===== src/rtl/cfgseq_pkg.sv =====
`timescale 1ns/1ps
package cfgseq_pkg;

  localparam int WORD_W  = 32;
  localparam int HALF_W  = WORD_W / 2;
  localparam int MSEL_W  = 5;
  localparam int ADDR_W  = 2;

  typedef enum logic [2:0] {
    MD_PWRUP   = 3'd0,
    MD_RESET   = 3'd1,
    MD_CONFIG  = 3'd2,
    MD_INIT    = 3'd3,
    MD_USER    = 3'd4,
    MD_UNKNOWN = 3'd5
  } mode_e;

  // control word bit positions
  localparam int CB_EN    = 0;
  localparam int CB_NCE   = 1;
  localparam int CB_PULL  = 2;
  localparam int CB_RLO   = 6;
  localparam int CB_XFER  = 8;
  localparam int CB_WIDE  = 9;

  localparam logic [WORD_W-1:0] CTRL_KEEP  = 32'h0000_03C7;
  localparam logic [WORD_W-1:0] CTRL_RESET = 32'h0000_0002;

  localparam logic [ADDR_W-1:0] A_CTRL = 2'd0;
  localparam logic [ADDR_W-1:0] A_STAT = 2'd1;
  localparam logic [ADDR_W-1:0] A_DATA = 2'd2;

  function automatic logic msel_ok(input logic [MSEL_W-1:0] m);
    return (m[4] == 1'b0) && (m[1:0] != 2'b11);
  endfunction

  function automatic logic msel_wide(input logic [MSEL_W-1:0] m);
    return msel_ok(m) && m[3];
  endfunction

  // log2 of the clock-to-data ratio the pins call for
  function automatic logic [1:0] msel_ratio(input logic [MSEL_W-1:0] m);
    logic [1:0] r;
    r = 2'd0;
    if (msel_ok(m)) begin
      case (m[1:0])
        2'd1:    r = m[3] ? 2'd2 : 2'd1;
        2'd2:    r = m[3] ? 2'd3 : 2'd2;
        default: r = 2'd0;
      endcase
    end
    return r;
  endfunction

  function automatic logic [WORD_W-1:0] fit_word(input logic [WORD_W-1:0] w,
                                                 input logic wide);
    return wide ? w : {{(WORD_W-HALF_W){1'b0}}, w[HALF_W-1:0]};
  endfunction

endpackage


===== src/rtl/cfgseq_regs.sv =====
`timescale 1ns/1ps
module cfgseq_regs
  import cfgseq_pkg::*;
(
  input  logic              clk,
  input  logic              rst_n,
  input  logic              bus_we,
  input  logic [ADDR_W-1:0] bus_addr,
  input  logic [WORD_W-1:0] bus_wdata,
  output logic [WORD_W-1:0] ctrl_q,
  output logic              data_wr
);

  logic ctrl_wr;

  assign ctrl_wr = bus_we && (bus_addr == A_CTRL);
  assign data_wr = bus_we && (bus_addr == A_DATA);

  always_ff @(posedge clk or negedge rst_n) begin
    if (!rst_n)       ctrl_q <= CTRL_RESET;
    else if (ctrl_wr) ctrl_q <= bus_wdata & CTRL_KEEP;
  end

endmodule


===== src/rtl/cfgseq_fsm.sv =====
`timescale 1ns/1ps
module cfgseq_fsm
  import cfgseq_pkg::*;
#(
  parameter int DONE_CYCLES = 4
) (
  input  logic  clk,
  input  logic  rst_n,
  input  logic  run,
  input  logic  pull,
  input  logic  fab_done,
  input  logic  fab_status,
  output mode_e st,
  output logic  err,
  output logic  pass_evt,
  output logic  fail_evt
);

  localparam int CW = (DONE_CYCLES > 1) ? $clog2(DONE_CYCLES) : 1;
  localparam logic [CW-1:0] LAST = CW'(DONE_CYCLES - 1);

  logic [CW-1:0] cnt;

  assign pass_evt = (st == MD_CONFIG) &&  fab_done &&  fab_status;
  assign fail_evt = (st == MD_CONFIG) && !fab_done && !fab_status;

  always_ff @(posedge clk or negedge rst_n) begin
    if (!rst_n) begin
      st  <= MD_PWRUP;
      err <= 1'b0;
      cnt <= '0;
    end else if (run && pull) begin
      st  <= MD_RESET;
      err <= 1'b0;
      cnt <= '0;
    end else begin
      case (st)
        MD_RESET: if (run && !err) st <= MD_CONFIG;
        MD_CONFIG: begin
          if (pass_evt) begin
            st  <= MD_INIT;
            cnt <= '0;
          end else if (fail_evt) begin
            st  <= MD_RESET;
            err <= 1'b1;
          end
        end
        MD_INIT: begin
          if (cnt == LAST) st <= MD_USER;
          else             cnt <= cnt + 1'b1;
        end
        default: st <= st;
      endcase
    end
  end

endmodule


===== src/rtl/cfgseq_data.sv =====
`timescale 1ns/1ps
module cfgseq_data
  import cfgseq_pkg::*;
(
  input  logic              clk,
  input  logic              rst_n,
  input  logic              wr,
  input  logic              allow,
  input  logic              wide,
  input  logic [WORD_W-1:0] wdata,
  output logic [WORD_W-1:0] data_word,
  output logic              data_strobe,
  output logic              accept_evt
);

  assign accept_evt = wr && allow;

  always_ff @(posedge clk or negedge rst_n) begin
    if (!rst_n) begin
      data_word   <= '0;
      data_strobe <= 1'b0;
    end else begin
      data_strobe <= accept_evt;
      if (accept_evt) data_word <= fit_word(wdata, wide);
    end
  end

endmodule


===== src/rtl/cfg_seq_ctrl.sv =====
`timescale 1ns/1ps
module cfg_seq_ctrl
  import cfgseq_pkg::*;
#(
  parameter int DONE_CYCLES = 4
) (
  input  logic              clk,
  input  logic              rst_n,
  input  logic              bus_we,
  input  logic [ADDR_W-1:0] bus_addr,
  input  logic [WORD_W-1:0] bus_wdata,
  input  logic [ADDR_W-1:0] bus_raddr,
  output logic [WORD_W-1:0] bus_rdata,
  input  logic [MSEL_W-1:0] msel_pins,
  input  logic              power_good,
  input  logic              fab_done,
  input  logic              fab_status,
  output logic              cfg_req_n,
  output logic              chip_en_n,
  output logic [1:0]        clk_ratio,
  output logic              wide_bus,
  output logic [WORD_W-1:0] data_word,
  output logic              data_strobe
);

  localparam int STAT_USED = 3 + MSEL_W + 5;

  logic [WORD_W-1:0] ctrl_q;
  logic [MSEL_W-1:0] msel_q;
  logic              data_wr;
  logic              ctl_en, ctl_pull, ctl_xfer;
  mode_e             st;
  logic              err, pass_evt, fail_evt, accept_evt;
  logic [2:0]        mode_rd;
  logic [WORD_W-1:0] stat_word;

  cfgseq_regs u_regs (
    .clk(clk), .rst_n(rst_n), .bus_we(bus_we), .bus_addr(bus_addr),
    .bus_wdata(bus_wdata), .ctrl_q(ctrl_q), .data_wr(data_wr)
  );

  assign ctl_en   = ctrl_q[CB_EN];
  assign ctl_pull = ctrl_q[CB_PULL];
  assign ctl_xfer = ctrl_q[CB_XFER];

  cfgseq_fsm #(.DONE_CYCLES(DONE_CYCLES)) u_fsm (
    .clk(clk), .rst_n(rst_n), .run(ctl_en), .pull(ctl_pull),
    .fab_done(fab_done), .fab_status(fab_status),
    .st(st), .err(err), .pass_evt(pass_evt), .fail_evt(fail_evt)
  );

  cfgseq_data u_data (
    .clk(clk), .rst_n(rst_n), .wr(data_wr), .allow(ctl_en && ctl_xfer),
    .wide(ctrl_q[CB_WIDE]), .wdata(bus_wdata), .data_word(data_word),
    .data_strobe(data_strobe), .accept_evt(accept_evt)
  );

  always_ff @(posedge clk or negedge rst_n) begin
    if (!rst_n) msel_q <= '0;
    else        msel_q <= msel_pins;
  end

  assign mode_rd = power_good ? st : MD_PWRUP;

  assign stat_word = {{(WORD_W-STAT_USED){1'b0}},
                      msel_wide(msel_q), msel_ratio(msel_q), err,
                      !msel_ok(msel_q), msel_q, mode_rd};

  always_comb begin
    case (bus_raddr)
      A_CTRL:  bus_rdata = ctrl_q;
      A_STAT:  bus_rdata = stat_word;
      default: bus_rdata = '0;
    endcase
  end

  assign cfg_req_n = !(ctl_en && ctl_pull);
  assign chip_en_n = ctl_en ? ctrl_q[CB_NCE] : 1'b1;
  assign clk_ratio = ctrl_q[CB_RLO+1:CB_RLO];
  assign wide_bus  = ctrl_q[CB_WIDE];

endmodule


===== config.mk =====
export PLATFORM = sky130hd
export DESIGN_NAME = cfg_seq_ctrl
export DESIGN_NICKNAME = d
export VERILOG_FILES = /design/src/rtl/cfgseq_pkg.sv /design/src/rtl/cfgseq_regs.sv /design/src/rtl/cfgseq_fsm.sv /design/src/rtl/cfgseq_data.sv /design/src/rtl/cfg_seq_ctrl.sv
export SDC_FILE = /design/constraint.sdc
export NUM_CORES = 1
export LEC_CHECK = 0
export ABC_AREA = 1
export CAP_MARGIN = 30
export CORE_ASPECT_RATIO = 1.2
export CORE_MARGIN = 10
export CORE_UTILIZATION = 37
export DETAILED_ROUTE_END_ITERATION = 10
export GPL_TIMING_DRIVEN = 1
export PLACE_DENSITY = 0.77
export REMOVE_ABC_BUFFERS = 1
export SYNTH_ARGS = -nofsm -noshare
export SYNTH_HDL_FRONTEND = slang
export SYNTH_SLANG_ARGS = --single-unit

===== constraint.sdc =====
create_clock -name clk -period 1.4 [get_ports clk]
set_clock_uncertainty 0.1 [all_clocks]
set_input_delay 0.21 -clock clk [delete_from_list [all_inputs] [get_ports clk]]
set_output_delay 0.21 -clock clk [all_outputs]
set_load 0.02 [all_outputs]

Word level (Yosys, flattened, before mapping)
Index checks and enable logic that the tools add are counted.

Add/subtract/negate cells: 1. Equality and inequality tests: 15. Multiplexer cells: 22. Bitwise gates (word level): 1. Reduce and logical (&&, ||, !) cells: 26.

Operators by type and width (number): $mux 32 (1); $pmux 13 s2 (1); $mux 3 (6); $logic_and 1x1->1 (12); $mux 2 (5); $pmux 3 s3 (1); $pmux 2 s2 (2); $eq 2x2->1 const B (3); $eq 3x2->1 const B (2); $mux 1 (6); $ne 3x2->1 const B (2); $ne 3x3->1 const B (2); $reduce_and 3->1 (2); $logic_not 1->1 (5); $eq 2x1->1 const B (2); $logic_not 2->1 (2); $ne 4x4->1 const B (1); $reduce_and 4->1 (1); $reduce_bool 2->1 (2); $reduce_bool 4->1 (1); $eq 3x1->1 const B (1); $reduce_bool 3->1 (1); $add 2x1->2 const B (1); $ne 2x1->1 const B (1); 2 further kinds (2).

Flip-flop bits (word level): 51. Output and inout port bits: 70.

Longest topological paths before layout
Depth in word-level cells: 7. Mapped depth: 9. Gate-level depth less buffers: 9.

Modules after synthesis
Synthesis repeated with hierarchy kept, for this count alone.

Cell total of the unflattened synthesis: 367. Area, all modules: 2859.0 um2.

By module, submodules not included: cfgseq_data (instances 1, cells an instance 139, area an instance 1296.2 um2, seq. area each 825.8 um2); cfg_seq_ctrl (instances 1, cells an instance 105, area an instance 648.1 um2, seq. area each 125.1 um2); cfgseq_regs (instances 1, cells an instance 59, area an instance 490.5 um2, seq. area each 176.4 um2); cfgseq_fsm (instances 1, cells an instance 64, area an instance 424.2 um2, seq. area each 150.1 um2).

Least setup slack after synthesis
Ideal clock, no wire load.

Kind: reg2out. Start: register msel_q[0]. End: output port bus_rdata[10]. Arrival time: 1267 ps. Required time: 1090 ps. Path slack: -177 ps. Stages on the path, launching flop included: 5. Buffers on the path: 0. Path through: dfrtp_1 -> ha_1 -> nor2_1 -> nand3_1 -> nor3_1.

Word-level cells in the longest chain between the ends: 4. Elaborated cells on any way between the ends: 7. Those cells by class: eq/ne (3); mux (3); reduce/logical (1).

RTL lines: start, declared (line cfg_seq_ctrl.sv:29) `logic [MSEL_W-1:0] msel_q;`; start signal, assigned (line cfg_seq_ctrl.sv:60) `else msel_q <= msel_pins;`; $eq 2x2->1, or another cell as far along (line cfgseq_pkg.sv:46) `case (m[1:0])`; $pmux 2 s2 / $logic_and 1x1->1 (equally long branches) (line cfgseq_pkg.sv:46, cfgseq_pkg.sv:34); $mux 2 (*) (line cfgseq_pkg.sv:45) `if (msel_ok(m)) begin`; $pmux 13 s2 (*) (line cfg_seq_ctrl.sv:70) `case (bus_raddr)`; end, declared (line cfg_seq_ctrl.sv:13) `output logic [WORD_W-1:0] bus_rdata,`.

Mark *: on every way between the ends. The rest lies on a longest branch, timed or not.

Worst setup path after layout
Start: register msel_q[1]. End: output port bus_rdata[12].

Word-level cells in the longest chain between the ends: 4.

RTL lines: $ne 2x2->1 (line cfgseq_pkg.sv:34) `return (m[4] == 1'b0) && (m[1:0] != 2'b11);`; $logic_and 1x1->1 (line cfgseq_pkg.sv:34); $logic_and 1x1->1 (line cfgseq_pkg.sv:38) `return msel_ok(m) && m[3];`; $pmux 13 s2 (line cfg_seq_ctrl.sv:70).

Every way passes these cells.

==> results.md <==
* Outcome: finished, violations left
* Failing checks: setup timing
* Reg-to-Reg End: u_data.data_word[14]$_DFFE_PN0P_
* Max_cap viols at 0
* WHS Endpoint: msel_q[1]$_DFF_PN0_
* R2r startpoint: u_regs.ctrl_q[0]$_DFFE_PN0P_
* Min-delay src: msel_pins[1]
* Worst setup path category: reg2out
* Global route overflow at 0
* Max Slew Vio Count at 0
* Root buf cell: clkbuf_8
* Initial antenna violation count at 0
* Yosys warns at 0
* Die Height at 109 um
* Average size of a mapped cell at 8.94 sq um
* Synth Area in Compound Gates at 10.2%
* Yosys cell types at 23
* Site row count at 32
* Most frequent cells in the layout: dfrtp_1, clkdlybuf4s50_1, buf_4, dlygate4sd2_1, nand2_1
* Yosys top cell area share at 50.7%
* Pwr dens at 1330 mW/mm^2
* Area of the multi-input gates at 0.00131 sq mm
* Crit start category: register
* Adder-Cell Fraction of Synth Area at 2.03%
* Gr usage total at 14.8%
* PortBufs at 97
* Largest net degree at the start of global routing at 52
* Final WL at 8020 um
* Placed inst area at 0.00363 sq mm
* Initial DRC count at 67
* Layout net count at 462
* Worst-path clk slew at 0.09 ns
* Layout Utilization at 66.5%
* CORE AREA at 0.00645 sq mm
* Leakage at 2.16 nW
* Required time worst endpoint at 1.09 ns
* Starting Density at 38.3%
* Maximum VDD drop at 0.842 mV
* Post-Synth XOR/XNOR Area at 0%
* Post-layout min period at 1.77 ns
* R2r setup slk at -0.17 ns
* 1st-pass router iterations at 4
* Fillers at 518
* First-pass GRT wire length at 12400 um
* CTS tree: yes
* Hold depth at 1
* I/O Pins at 117
* Commonest non-fill, non-tap cell in the layout: dfrtp_1
* Clk_lat worst skew at 0.30 ns
* Drt drc at 0
* Main combinational cell family by area after synthesis: simple AND/OR/NAND/NOR gates
* Clock Path Buffers at 2
* Post-DR vias/cell at 4.65
* Smallest setup slack after layout at -0.365 ns
* Cell taking the most area after synthesis: dfrtp_1
* WL/cell at 16.1 um
* Yosys reg bits at 51
* Simple-gate area share of the yosys netlist at 17.6%
* Design area at 0.00429 sq mm
* Largest cells by area after synthesis: dfrtp_1, nand2_1, buf_4
* WP data arrival at 1.46 ns
* Diodes inserted at 0
* Final ANT Viol Nets at 0
* Final Setup Violations at 25
* Register area at 0.00128 sq mm
* Share of layout cells above drive strength 1 at 40.8%
* Cell area after synthesis at 0.00247 sq mm
* Vias in the first global route at 2538
* Total number of vias at 2311
* FMAX at 566 MHz
* Detail Placement HPWL at 5570 um
* Die area at 0.0103 sq mm
* Sequential share of the synthesized area at 51.8%
* CP max FO at 3
* Clock tree sinks at 51
* RePlAce Congestion at 0.955
* Cts bufs inserted at 5
* Mux cell area share after synthesis at 4.11%
* RSZ-0062 raised after global routing: true
* Hold Vio Cnt, Final at 0
* Worst Hold Class: in2reg
* Die Wd at 94.5 um
* Synth Instances at 276
* R2R depth at 6
* Area grow syn2layout at 73.7%
* Crit end category: primary output
* Period utilization at 126%
* Clock H-tree levels at 2
-- timing repair --
item                       in CTS  in global routing
pin swaps                      18                 16
hold endpoints to repair       50                  0
gates resized for setup       214                 70
hold buffers                    1                  0
setup endpoints to repair      78                 55
setup buffers                  14                  5
gates cloned                    2                  0
-- state kept, by name, indices dropped and copies added, names as in the netlist --
register and flops:
u_data.data_word 32, u_regs.ctrl_q 7, msel_q 5, u_fsm.st 3, u_fsm.cnt 2, u_data.data_strobe 1
u_fsm.err 1
-- cell usage after synthesis, drive strengths merged --
cell / n
a21oi: 10
buf: 25
clkbuf: 6
conb: 1
dfrtp: 50
dfstp: 1
ha: 4
inv: 34
mux2: 9
nand2: 48
nand3: 27
nor2: 20
nor3: 3
o21ai: 27
o21bai: 3
o22ai: 3
o32ai: 3
or2: 2
-- per-layer routing --
layer | wire (um) | global-route usage (%) | share of wire (%)
met2 | 4190 | 26.6 | 52
met5 | 0 | 0 | 0
met3 | 729 | 5.39 | 9.1
met1 | 3030 | 16.3 | 38
met4 | 74 | 2.89 | 0.92
-- worst max-delay path: stages, from the launching register on --
cell and delay [ns]:
dfrtp_1 0.41, ha_2 0.19, nor2_4 0.11, nand3_4 0.10, nor2_1 0.17, buf_4 0.18
-- how the worst max path moves through the flow --
stage	start	end	slack, ns	cells after the start
after global placement	bus_raddr[0]	bus_rdata[7]	-0.67	4
after global routing	msel_q[1]$_DFF_PN0_	bus_rdata[10]	-0.43	5
after floorplan	u_regs.ctrl_q[0]$_DFFE_PN0P_	u_data.data_word[10]$_DFFE_PN0P_	-0.39	3
after detailed placement	bus_raddr[0]	bus_rdata[2]	-0.74	4
after CTS	msel_q[1]$_DFF_PN0_	bus_rdata[11]	-0.36	5
final	msel_q[1]$_DFF_PN0_	bus_rdata[12]	-0.37	5
-- cells by family (layout without fill, tap and decap cells) --
| group | Yosys count | count (layout) |
|---|---|---|
| flops | 51 | 51 |
| fa+ha+maj | 4 | 4 |
| other cells | 1 | 19 |
| compound gates | 46 | 46 |
| buf+inv | 65 | 183 |
| mux | 9 | 9 |
| simple gates | 100 | 100 |
-- cell type report --
cell class | count | share of cell area [%]
clock buffer | 6 | 1.93
clock inverter | 2 | 0.817
inverter | 34 | 3.15
multi-input combinational | 178 | 30.6
sequential | 51 | 29.8
tap | 85 | 2.48
timing repair buffer | 141 | 31.2
-- stage by stage --
stage          total power, W  cells  hold slack, ns  TNS (ns)  worst slack [ns]
4_1_cts               0.00549    499           0.236     -4.07            -0.361
6_report              0.00570    497           0.242     -3.36            -0.365
3_5_place_dp          0.00425    474           0.127    -17.22            -0.736
3_3_place_gp          0.00419    474           0.123    -15.48            -0.671
5_1_grt               0.00605    497           0.234     -6.81            -0.425
2_1_floorplan         0.00308    263          -0.186     -7.42            -0.393
-- power breakdown --
part / total [W] / internal (W) / switching (W)
clock: 0.00106 / 0.000579 / 0.000481
combinational: 0.00260 / 0.00116 / 0.00145
sequential: 0.00204 / 0.00181 / 0.000224
No activity file was read; power rests on OpenSTA's default activity.
